[config.mk]
export PLATFORM = sky130hd
export DESIGN_NAME = axi_cmd_seq
export DESIGN_NICKNAME = d
export VERILOG_FILES = /design/src/rtl/axi_cmd_seq_pkg.sv /design/src/rtl/cmd_fifo.sv /design/src/rtl/axi_seq_engine.sv /design/src/rtl/read_checker.sv /design/src/rtl/axi_cmd_seq.sv
export SDC_FILE = /design/constraint.sdc
export NUM_CORES = 1
export LEC_CHECK = 0
export BUFFER_PORTS_ARGS = -buffer_cell sky130_fd_sc_hd__buf_2
export CAP_MARGIN = 10
export CORE_ASPECT_RATIO = 2
export CORE_MARGIN = 2
export CORE_UTILIZATION = 35
export DETAILED_ROUTE_END_ITERATION = 8
export MAX_ROUTING_LAYER = met4
export PLACE_DENSITY_LB_ADDON = 0.25
export SLEW_MARGIN = 25
export SYNTH_ARGS = -nofsm -noshare
export SYNTH_HDL_FRONTEND = slang
export SYNTH_SLANG_ARGS = --single-unit
export TNS_END_PERCENT = 5
[constraint.sdc]
create_clock -name clk -period 9.4 [get_ports clk]
set_input_delay 0.47 -clock clk [delete_from_list [all_inputs] [get_ports clk]]
set_output_delay 0.47 -clock clk [all_outputs]
set_load 0.05 [all_outputs]
[src/rtl/axi_cmd_seq_pkg.sv]
package axi_cmd_seq_pkg;
  localparam int ADDR_W = 32;
  localparam int DATA_W = 64;
  localparam int HALF_W = DATA_W / 2;
  localparam int STRB_W = DATA_W / 8;
  localparam int SIZE_CODE = $clog2(STRB_W);

  typedef struct packed {
    logic              op;     // 0 write, 1 read-and-compare
    logic [ADDR_W-1:0] base;
    logic [ADDR_W-1:0] off;
    logic [HALF_W-1:0] hi;
    logic [HALF_W-1:0] lo;
  } cmd_t;

  localparam int CMD_W = $bits(cmd_t);

  typedef enum logic [2:0] {
    ST_IDLE  = 3'd0,
    ST_WADDR = 3'd1,
    ST_WRESP = 3'd2,
    ST_RADDR = 3'd3,
    ST_RDATA = 3'd4
  } eng_state_t;
endpackage

[src/rtl/cmd_fifo.sv]
module cmd_fifo #(
  parameter int WIDTH = 8,
  parameter int DEPTH = 4
) (
  input  logic             clk,
  input  logic             rst_n,
  input  logic             push,
  input  logic [WIDTH-1:0] push_data,
  input  logic             pop,
  output logic [WIDTH-1:0] head,
  output logic             full,
  output logic             empty
);
  localparam int PTR_W = (DEPTH > 1) ? $clog2(DEPTH) : 1;
  localparam int CNT_W = PTR_W + 1;

  logic [WIDTH-1:0] store [DEPTH];
  logic [PTR_W-1:0] wr_ptr, rd_ptr;
  logic [CNT_W-1:0] count;

  assign full  = (count == CNT_W'(DEPTH));
  assign empty = (count == '0);
  assign head  = store[rd_ptr];

  always_ff @(posedge clk) begin
    if (push) store[wr_ptr] <= push_data;
  end

  always_ff @(posedge clk) begin
    if (!rst_n) begin
      wr_ptr <= '0;
      rd_ptr <= '0;
      count  <= '0;
    end else begin
      if (push) wr_ptr <= (wr_ptr == PTR_W'(DEPTH - 1)) ? '0 : wr_ptr + 1'b1;
      if (pop)  rd_ptr <= (rd_ptr == PTR_W'(DEPTH - 1)) ? '0 : rd_ptr + 1'b1;
      case ({push, pop})
        2'b10:   count <= count + 1'b1;
        2'b01:   count <= count - 1'b1;
        default: count <= count;
      endcase
    end
  end

  // the queue never holds more than DEPTH entries
  p_no_overflow_r7: assert property (@(posedge clk) disable iff (!rst_n)
    count <= CNT_W'(DEPTH));
  // an empty queue is never popped
  p_no_underflow_r7: assert property (@(posedge clk) disable iff (!rst_n)
    empty |-> !pop);
endmodule

[src/rtl/axi_seq_engine.sv]
module axi_seq_engine
  import axi_cmd_seq_pkg::*;
(
  input  logic              clk,
  input  logic              rst_n,
  input  cmd_t              head,
  input  logic              q_empty,
  output logic              pop,
  output logic              busy,
  output logic              awvalid,
  input  logic              awready,
  output logic [ADDR_W-1:0] awaddr,
  output logic              wvalid,
  input  logic              wready,
  output logic [DATA_W-1:0] wdata,
  input  logic              bvalid,
  output logic              bready,
  output logic              arvalid,
  input  logic              arready,
  output logic [ADDR_W-1:0] araddr,
  input  logic              rvalid,
  output logic              rready,
  output logic              rsp_fire,
  output logic [DATA_W-1:0] expect_word
);
  eng_state_t        state;
  logic [ADDR_W-1:0] cur_addr;
  logic [DATA_W-1:0] cur_data;
  logic              aw_pend, w_pend;
  logic              aw_left, w_left;

  assign pop         = (state == ST_IDLE) && !q_empty;
  assign busy        = (state != ST_IDLE);
  assign awvalid     = (state == ST_WADDR) && aw_pend;
  assign wvalid      = (state == ST_WADDR) && w_pend;
  assign bready      = (state == ST_WRESP);
  assign arvalid     = (state == ST_RADDR);
  assign rready      = (state == ST_RDATA);
  assign awaddr      = cur_addr;
  assign araddr      = cur_addr;
  assign wdata       = cur_data;
  assign expect_word = cur_data;
  assign rsp_fire    = rready && rvalid;
  assign aw_left     = aw_pend && !awready;
  assign w_left      = w_pend && !wready;

  always_ff @(posedge clk) begin
    if (!rst_n) begin
      state    <= ST_IDLE;
      cur_addr <= '0;
      cur_data <= '0;
      aw_pend  <= 1'b0;
      w_pend   <= 1'b0;
    end else begin
      unique case (state)
        ST_IDLE: if (pop) begin
          cur_addr <= head.base + head.off;
          cur_data <= {head.hi, head.lo};
          if (head.op) begin
            state <= ST_RADDR;
          end else begin
            state   <= ST_WADDR;
            aw_pend <= 1'b1;
            w_pend  <= 1'b1;
          end
        end
        ST_WADDR: begin
          aw_pend <= aw_left;
          w_pend  <= w_left;
          if (!aw_left && !w_left) state <= ST_WRESP;
        end
        ST_WRESP: if (bvalid) state <= ST_IDLE;
        ST_RADDR: if (arready) state <= ST_RDATA;
        ST_RDATA: if (rvalid) state <= ST_IDLE;
        default:  state <= ST_IDLE;
      endcase
    end
  end

  // reads and writes never overlap on the bus
  p_one_outstanding_r6: assert property (@(posedge clk) disable iff (!rst_n)
    !((awvalid || wvalid || bready) && (arvalid || rready)));
  // address request held steady until accepted
  p_aw_hold_r6: assert property (@(posedge clk) disable iff (!rst_n)
    (awvalid && !awready) |=> (awvalid && $stable(awaddr)));
  p_ar_hold_r6: assert property (@(posedge clk) disable iff (!rst_n)
    (arvalid && !arready) |=> (arvalid && $stable(araddr)));
  // no new command is taken while a response is awaited
  p_no_pop_busy_r6: assert property (@(posedge clk) disable iff (!rst_n)
    (bready || rready) |-> !pop);
endmodule

[src/rtl/read_checker.sv]
module read_checker #(
  parameter int DW    = 64,
  parameter int ERR_W = 16
) (
  input  logic             clk,
  input  logic             rst_n,
  input  logic             rsp_fire,
  input  logic [DW-1:0]    got_word,
  input  logic [1:0]       got_resp,
  input  logic [DW-1:0]    want_word,
  output logic             pass_pulse,
  output logic             fail_flag,
  output logic [ERR_W-1:0] err_total
);
  localparam logic [ERR_W-1:0] ERR_MAX = '1;

  logic bad;
  assign bad = (got_word != want_word) || (got_resp != 2'b00);

  always_ff @(posedge clk) begin
    if (!rst_n) begin
      pass_pulse <= 1'b0;
      fail_flag  <= 1'b0;
      err_total  <= '0;
    end else begin
      pass_pulse <= rsp_fire && !bad;
      if (rsp_fire && bad) begin
        fail_flag <= 1'b1;
        if (err_total != ERR_MAX) err_total <= err_total + 1'b1;
      end
    end
  end

  // the fail flag never clears outside reset
  p_fail_sticky_r9: assert property (@(posedge clk) disable iff (!rst_n)
    fail_flag |=> fail_flag);
  // a pass is a single-cycle pulse
  p_pass_pulse_r8: assert property (@(posedge clk) disable iff (!rst_n)
    pass_pulse |=> !pass_pulse);
  // the error count moves by at most one per cycle
  p_err_step_r9: assert property (@(posedge clk) disable iff (!rst_n)
    1'b1 |=> (err_total == $past(err_total)) || (err_total == $past(err_total) + 1'b1));
  // a pass never coincides with a count step
  p_pass_no_err_r8: assert property (@(posedge clk) disable iff (!rst_n)
    pass_pulse |-> (err_total == $past(err_total)));
endmodule

[src/rtl/axi_cmd_seq.sv]
module axi_cmd_seq
  import axi_cmd_seq_pkg::*;
#(
  parameter int FIFO_DEPTH = 4,
  parameter int ERR_W      = 16
) (
  input  logic              clk,
  input  logic              rst_n,
  input  logic              cmd_valid,
  output logic              cmd_ready,
  input  logic              cmd_op,
  input  logic [ADDR_W-1:0] cmd_base,
  input  logic [ADDR_W-1:0] cmd_offset,
  input  logic [HALF_W-1:0] cmd_hi,
  input  logic [HALF_W-1:0] cmd_lo,
  output logic              m_awvalid,
  input  logic              m_awready,
  output logic [ADDR_W-1:0] m_awaddr,
  output logic [7:0]        m_awlen,
  output logic [2:0]        m_awsize,
  output logic [1:0]        m_awburst,
  output logic              m_wvalid,
  input  logic              m_wready,
  output logic [DATA_W-1:0] m_wdata,
  output logic [STRB_W-1:0] m_wstrb,
  output logic              m_wlast,
  input  logic              m_bvalid,
  output logic              m_bready,
  output logic              m_arvalid,
  input  logic              m_arready,
  output logic [ADDR_W-1:0] m_araddr,
  output logic [7:0]        m_arlen,
  output logic [2:0]        m_arsize,
  output logic [1:0]        m_arburst,
  input  logic              m_rvalid,
  output logic              m_rready,
  input  logic [DATA_W-1:0] m_rdata,
  input  logic [1:0]        m_rresp,
  output logic              check_pass,
  output logic              check_fail,
  output logic [ERR_W-1:0]  err_count,
  output logic              idle
);
  cmd_t              in_cmd, head;
  logic              q_full, q_empty, pop, busy, rsp_fire, push;
  logic [DATA_W-1:0] expect_word;

  assign in_cmd    = '{op: cmd_op, base: cmd_base, off: cmd_offset, hi: cmd_hi, lo: cmd_lo};
  assign cmd_ready = !q_full;
  assign push      = cmd_valid && !q_full;
  assign idle      = q_empty && !busy;

  assign m_awlen   = 8'd0;
  assign m_arlen   = 8'd0;
  assign m_awsize  = 3'(SIZE_CODE);
  assign m_arsize  = 3'(SIZE_CODE);
  assign m_awburst = 2'b01;
  assign m_arburst = 2'b01;
  assign m_wstrb   = '1;
  assign m_wlast   = 1'b1;

  cmd_fifo #(.WIDTH(CMD_W), .DEPTH(FIFO_DEPTH)) u_fifo (
    .clk, .rst_n, .push, .push_data(in_cmd), .pop, .head,
    .full(q_full), .empty(q_empty)
  );

  axi_seq_engine u_eng (
    .clk, .rst_n, .head, .q_empty, .pop, .busy,
    .awvalid(m_awvalid), .awready(m_awready), .awaddr(m_awaddr),
    .wvalid(m_wvalid), .wready(m_wready), .wdata(m_wdata),
    .bvalid(m_bvalid), .bready(m_bready),
    .arvalid(m_arvalid), .arready(m_arready), .araddr(m_araddr),
    .rvalid(m_rvalid), .rready(m_rready),
    .rsp_fire, .expect_word
  );

  read_checker #(.DW(DATA_W), .ERR_W(ERR_W)) u_chk (
    .clk, .rst_n, .rsp_fire, .got_word(m_rdata), .got_resp(m_rresp),
    .want_word(expect_word), .pass_pulse(check_pass),
    .fail_flag(check_fail), .err_total(err_count)
  );

  // an idle block drives no request to the bus
  p_idle_quiet_r11: assert property (@(posedge clk) disable iff (!rst_n)
    idle |-> !(m_awvalid || m_wvalid || m_arvalid || m_bready || m_rready));
  // ready is withdrawn only when full
  p_ready_full_r7: assert property (@(posedge clk) disable iff (!rst_n)
    !cmd_ready |-> !q_empty);
endmodule

# [After elaboration in Yosys (flattened, before gate mapping)]
# Memory sizes are Yosys's and may differ from the RTL's. A register that Yosys moved wholly into a read port is not among the register bits.
# Index checks and enable logic that the tools add are counted.
[totals] regBits=126 ramBits=516 memories=1
[classes] add_sub_neg=6 n_eq_ne=17 n_mux=18 n_reduce_logical=30
[memory_table] memory="u_fifo.store" depth=4 width=129 read_ports=1 rd_ports_with_merged_regs=1 wr=1 line="cmd_fifo.sv:17" text="logic [WIDTH-1:0] store [DEPTH];"
[ops] cell="inequality test 64 bit" n=1
[ops] cell="adder 32 bit" n=1
[ops] cell="adder 16 x 1 -> 16 bit (second input constant)" n=1
[ops] cell="inequality test 16 bit (second input constant)" n=1
[ops] cell="two-way mux 3 bit" n=5
[ops] cell="case mux 3 bit (5 select lines)" n=1
[ops] cell="logical AND 1 bit" n=11
[ops] cell="two-way mux 2 bit" n=5
[ops] cell="inequality test 2 bit (second input constant)" n=5
[ops] cell="zero test 1 bit" n=8
[ops] cell="equality test 2 bit (second input constant)" n=3
[ops] cell="equality test 3 x 2 -> 1 bit (second input constant)" n=2
[ops] cell="equality test 3 bit (second input constant)" n=2
[ops] cell="zero test 3 bit" n=2
[ops] cell="case mux 3 bit (2 select lines)" n=1
[ops] cell="nonzero test 2 bit" n=3
[ops] cell="AND reduction 5 bit" n=1
[ops] cell="adder 2 x 1 -> 2 bit (second input constant)" n=2
[ops] cell="two-way mux 1 bit" n=4
[ops] cell="case mux 1 bit (2 select lines)" n=2
[ops] cell="AND reduction 2 bit" n=2
[ops] cell="adder 3 x 1 -> 3 bit (second input constant)" n=1
[ops] cell="equality test 3 x 1 -> 1 bit (second input constant)" n=1
[ops] cell="AND reduction 3 bit" n=1
[ops] cell="5 further kinds" n=5

# [Longest topological paths before layout]
[logic_depth] depth_word=6 mapped_depth=14 mapped_depth_nobuf=11

# [Modules after synthesis]
# A second synthesis with hierarchy kept.
[unflattened] hier_cells=1749 hier_area_um2=27226.1
[by_module_without_submodules] mod="cmd_fifo" instances=1 cells_per_inst=720 area_per_inst_um2=19087.1
[by_module_without_submodules] mod="axi_seq_engine" instances=1 cells_per_inst=777 area_per_inst_um2=6079.6
[by_module_without_submodules] mod="read_checker" instances=1 cells_per_inst=212 area_per_inst_um2=1765.4
[by_module_without_submodules] mod="axi_cmd_seq" instances=1 cells_per_inst=40 area_per_inst_um2=294.0

# [Least setup slack after synthesis]
# No wires, ideal clock.
[synth_timing] path_type="register to register" from="register u_fifo.count[0]" to="memory u_fifo.store[0][0] in the netlist's numbering (enable)" setup_time_ps=505 t_arrival_ps=4027 required_ps=8895 slack_ps=4868 stages_incl_launch_ff=4 synth_period_minus_slack_ps=4532 cell_sequence="dfxtp_1 -> inv_1 -> nand3_1 -> and3_1"
[synth_via] elab_chain_cells=5
[synth_rtl] item="start, declared" line="cmd_fifo.sv:19" text="logic [CNT_W-1:0] count;"
[synth_rtl] item="start signal, assigned" line="cmd_fifo.sv:38" text="2'b10: count <= count + 1'b1;"
[synth_rtl] item="start signal, assigned" line="cmd_fifo.sv:39" text="2'b01: count <= count - 1'b1;"
[synth_rtl] item="start signal, assigned" line="cmd_fifo.sv:40" text="default: count <= count;"
[synth_rtl] item="equality test 3 bit" line="cmd_fifo.sv:21" text="assign full = (count == CNT_W'(DEPTH));"
[synth_rtl] item="zero test 1 bit"
[synth_rtl] item="net cmd_ready" line="axi_cmd_seq.sv:10" text="output logic cmd_ready,"
[synth_rtl] item="logical AND 1 bit" line="axi_cmd_seq.sv:50" text="assign push = cmd_valid && !q_full;"
[synth_rtl] item="two-way mux 1 bit" line="cmd_fifo.sv:26" text="if (push) store[wr_ptr] <= push_data;"
[synth_rtl] item="two-way mux 1 bit (implied by the code)" line="cmd_fifo.sv:26"
[synth_rtl] item="end, declared" line="cmd_fifo.sv:17"
# The timed path passes the listed nets, and every way through them passes these cells.

==> impl_metrics.tcl <==
set metrics [dict create \
    synthTopCellsByArea "edfxtp_1, mux4_2, dfxtp_1" \
    h-tree-depth 2 \
    rsz0062_at_grt "no" \
    layout_common_cells "edfxtp_1, buf_2, nand2_1" \
    ys.flop_type "edfxtp_1" \
    worst_path_largest_cell_delay_ns 0.79 \
    drc 0 \
    synth_top_area_cell "edfxtp_1" \
    numPortBuffers 355 \
    yosys_warnings 0 \
    drt-total-wl_um 72800 \
    multi_input_area_sq_mm 0.00745 \
    synth_edf_count 516 \
    synthMuxAreaShare 0.113 \
    clkLatencyLatePin_ns 0.63 \
    cp.required_ns 9.89 \
    numCtsBuffers 57 \
    synth_top_area_frac 0.591 \
    outcome "completed" \
    root_buffer "clkbuf_16" \
    grtUsageTotal 0.194 \
    grt_pass1_wl_um 105000 \
    dieArea_sq_mm 0.0773 \
    nFillCells 6821 \
    place.detailed.hpwl_um 50400 \
    dr.pass1.iters 5 \
    max_clock_freq_mhz 210 \
    start_util 0.352 \
    synth_cell_types 72 \
    skew_ns 0.0248 \
    ctsResizeCount 0 \
    pin_count 391 \
    synth-compound-area-share 0.0500 \
    synth_top_family_by_area "multiplexers" \
    fin_crit_ns 4.76 \
    ir_drop_v 0.000285 \
    detail_route.vias_per_cell 5.16 \
    start_kind "flip-flop" \
    synth-seq-cells 644 \
    dr.first_iter.drc_count 903 \
    synth_xor_area_frac 0.0317 \
    end_kind "flip-flop" \
    synth.avg_cell_area_sq_um 15.9 \
    register_area_sq_mm 0.0181 \
    netlist_area_sq_mm 0.0262 \
    critPathTopFamily "compound AO/OA/AOI/OAI gates" \
    cts_tree "built" \
    tightestPinTransition_ns 1.02 \
    critical_path_class "reg -> reg" \
    final-setup-viol-count 0 \
    num_vias 15400 \
    async_flop_share 0 \
    cts_sinks 644 \
    die_w_um 198 \
    hold_class "in -> reg" \
    path_clk_slew_ns 0.07 \
    grt_overflow 0 \
    grt_antenna_before_repair 25 \
    drv_slew 0 \
    slowest_stage "dfxtp_4" \
    ctsHoldBuffers 0 \
    relSlewSlack 0.322 \
    layout-drive-gt1-share 0.309 \
    final_common_cell "edfxtp_1" \
    cts_buffer_depth 3 \
    grt_max_degree 63 \
    maxCapViolCount 0 \
    whs_ns 0.0575 \
    finalHoldViolations 0 \
    power_density_mw_per_mm2 329 \
    crit_buf_inv 1 \
    gp_congestion 0.823 \
    finalCritPeriodShare 0.506 \
    wire_per_inst_um 24.4 \
    worstPathCellList "buf_4, mux4_2, ha_1, fa_1, a21o_1, a31o_1, nor3b_4, o211ai_2, or3b_1, a31oi_1, xor2_1, o21ai_1" \
    cts_setup_buffers 0 \
    synthCells 1651 \
    seq_area_frac_synth 0.688 \
    first_global_vias 15700 \
    core_sq_mm 0.0746 \
    synthAdderAreaFrac 0.0196 \
    dieHeight_um 391 \
    p_leak_nw 10.9 \
    synth-simple-area-share 0.0631 \
    fin_nets 2228 \
    syn2layout_area_growth_pct 17.8 \
    rows 142 \
    crit_arrival_ns 5.25 \
    cp_max_fo 35 \
    fin_tns_setup_ns 0 \
    ant_nets 0 \
]
cells by family (layout without fill, tap and decap cells):
kind of cell	after synthesis	after routing
AO/OA/AOI/OAI	207	207
XOR/XNOR	95	95
adder cells (fa/ha/maj)	40	40
buffers and inverters	161	510
flip-flops	644	644
multiplexers	137	137
other	2	49
AND/OR/NAND/NOR	365	365
final timing paths:
check / cells past startpoint / to / from / slack (ns)
max: 12 / u_eng.araddr[24]$_SDFFE_PN0P_ / flip-flop / 4.64
min: 1 / u_fifo.store[3][3]$_DFFE_PP_ / cmd_lo[3] / 0.06
max reg2reg: 12 / u_eng.araddr[24]$_SDFFE_PN0P_ / flip-flop / 4.64
min reg2reg: 2 / u_chk.fail_flag$_SDFFE_PN0P_ / u_chk.fail_flag$_SDFFE_PN0P_ / 0.44
cells in the mapped netlist, types with 16 or more instances:
cell type	n
mux4_2	128
dfxtp_1	128
edfxtp_1	516
nand2_1	198
o21ai_0	16
nor2_1	47
inv_1	25
clkbuf_1	46
nand3_1	25
buf_4	68
xnor2_1	81
nor3_1	20
a21oi_1	112
ha_1	38
nand4_1	22
layer usage:
metal  wire, um  track usage
met4       1920       0.0569
met2      37100        0.330
met1      29000        0.234
met3       4790       0.0367
met5          0            -
through the flow:
stage	std cells	instance area [sq um]	setup slack (ns)	power (mW)	util
global placement	2857	28700	4.55	7.64	0.384
finish	2983	30900	4.64	10.2	0.414
detailed placement	2860	28800	4.56	7.71	0.386
CTS	2967	30800	4.50	10.3	0.413
global route	2979	30900	4.32	10.7	0.414
floorplan	1684	26400	4.87	6.59	-
report_power, final:
group,internal (mW),total (mW),switching [mW]
Clock,1.50,2.57,1.07
Sequential,3.51,3.86,0.348
Combinational,1.21,3.73,2.52
Total,6.23,10.2,3.94
layout make-up:
cell class,instances,area share
Antenna cell,14,0.00113
Clock buffer,70,0.0500
Clock inverter,37,0.0166
Inverter,26,0.00332
Multi-Input combinational cell,879,0.241
Sequential cell,644,0.584
Tap cell,936,0.0379
Timing Repair Buffer,377,0.0659
state kept, by name, summed over array words and instances (netlist names), named ones only:
register           cells
u_eng.state            3
u_eng.aw_pend          1
u_fifo.store         516
u_fifo.count           3
u_chk.fail_flag        1
u_eng.araddr          32
u_chk.pass_pulse       1
u_chk.err_total       16
u_fifo.rd_ptr          2
u_eng.w_pend           1
u_fifo.wr_ptr          2
u_eng.expect_word     64
Note: power is estimated with default switching activity, not from simulation.
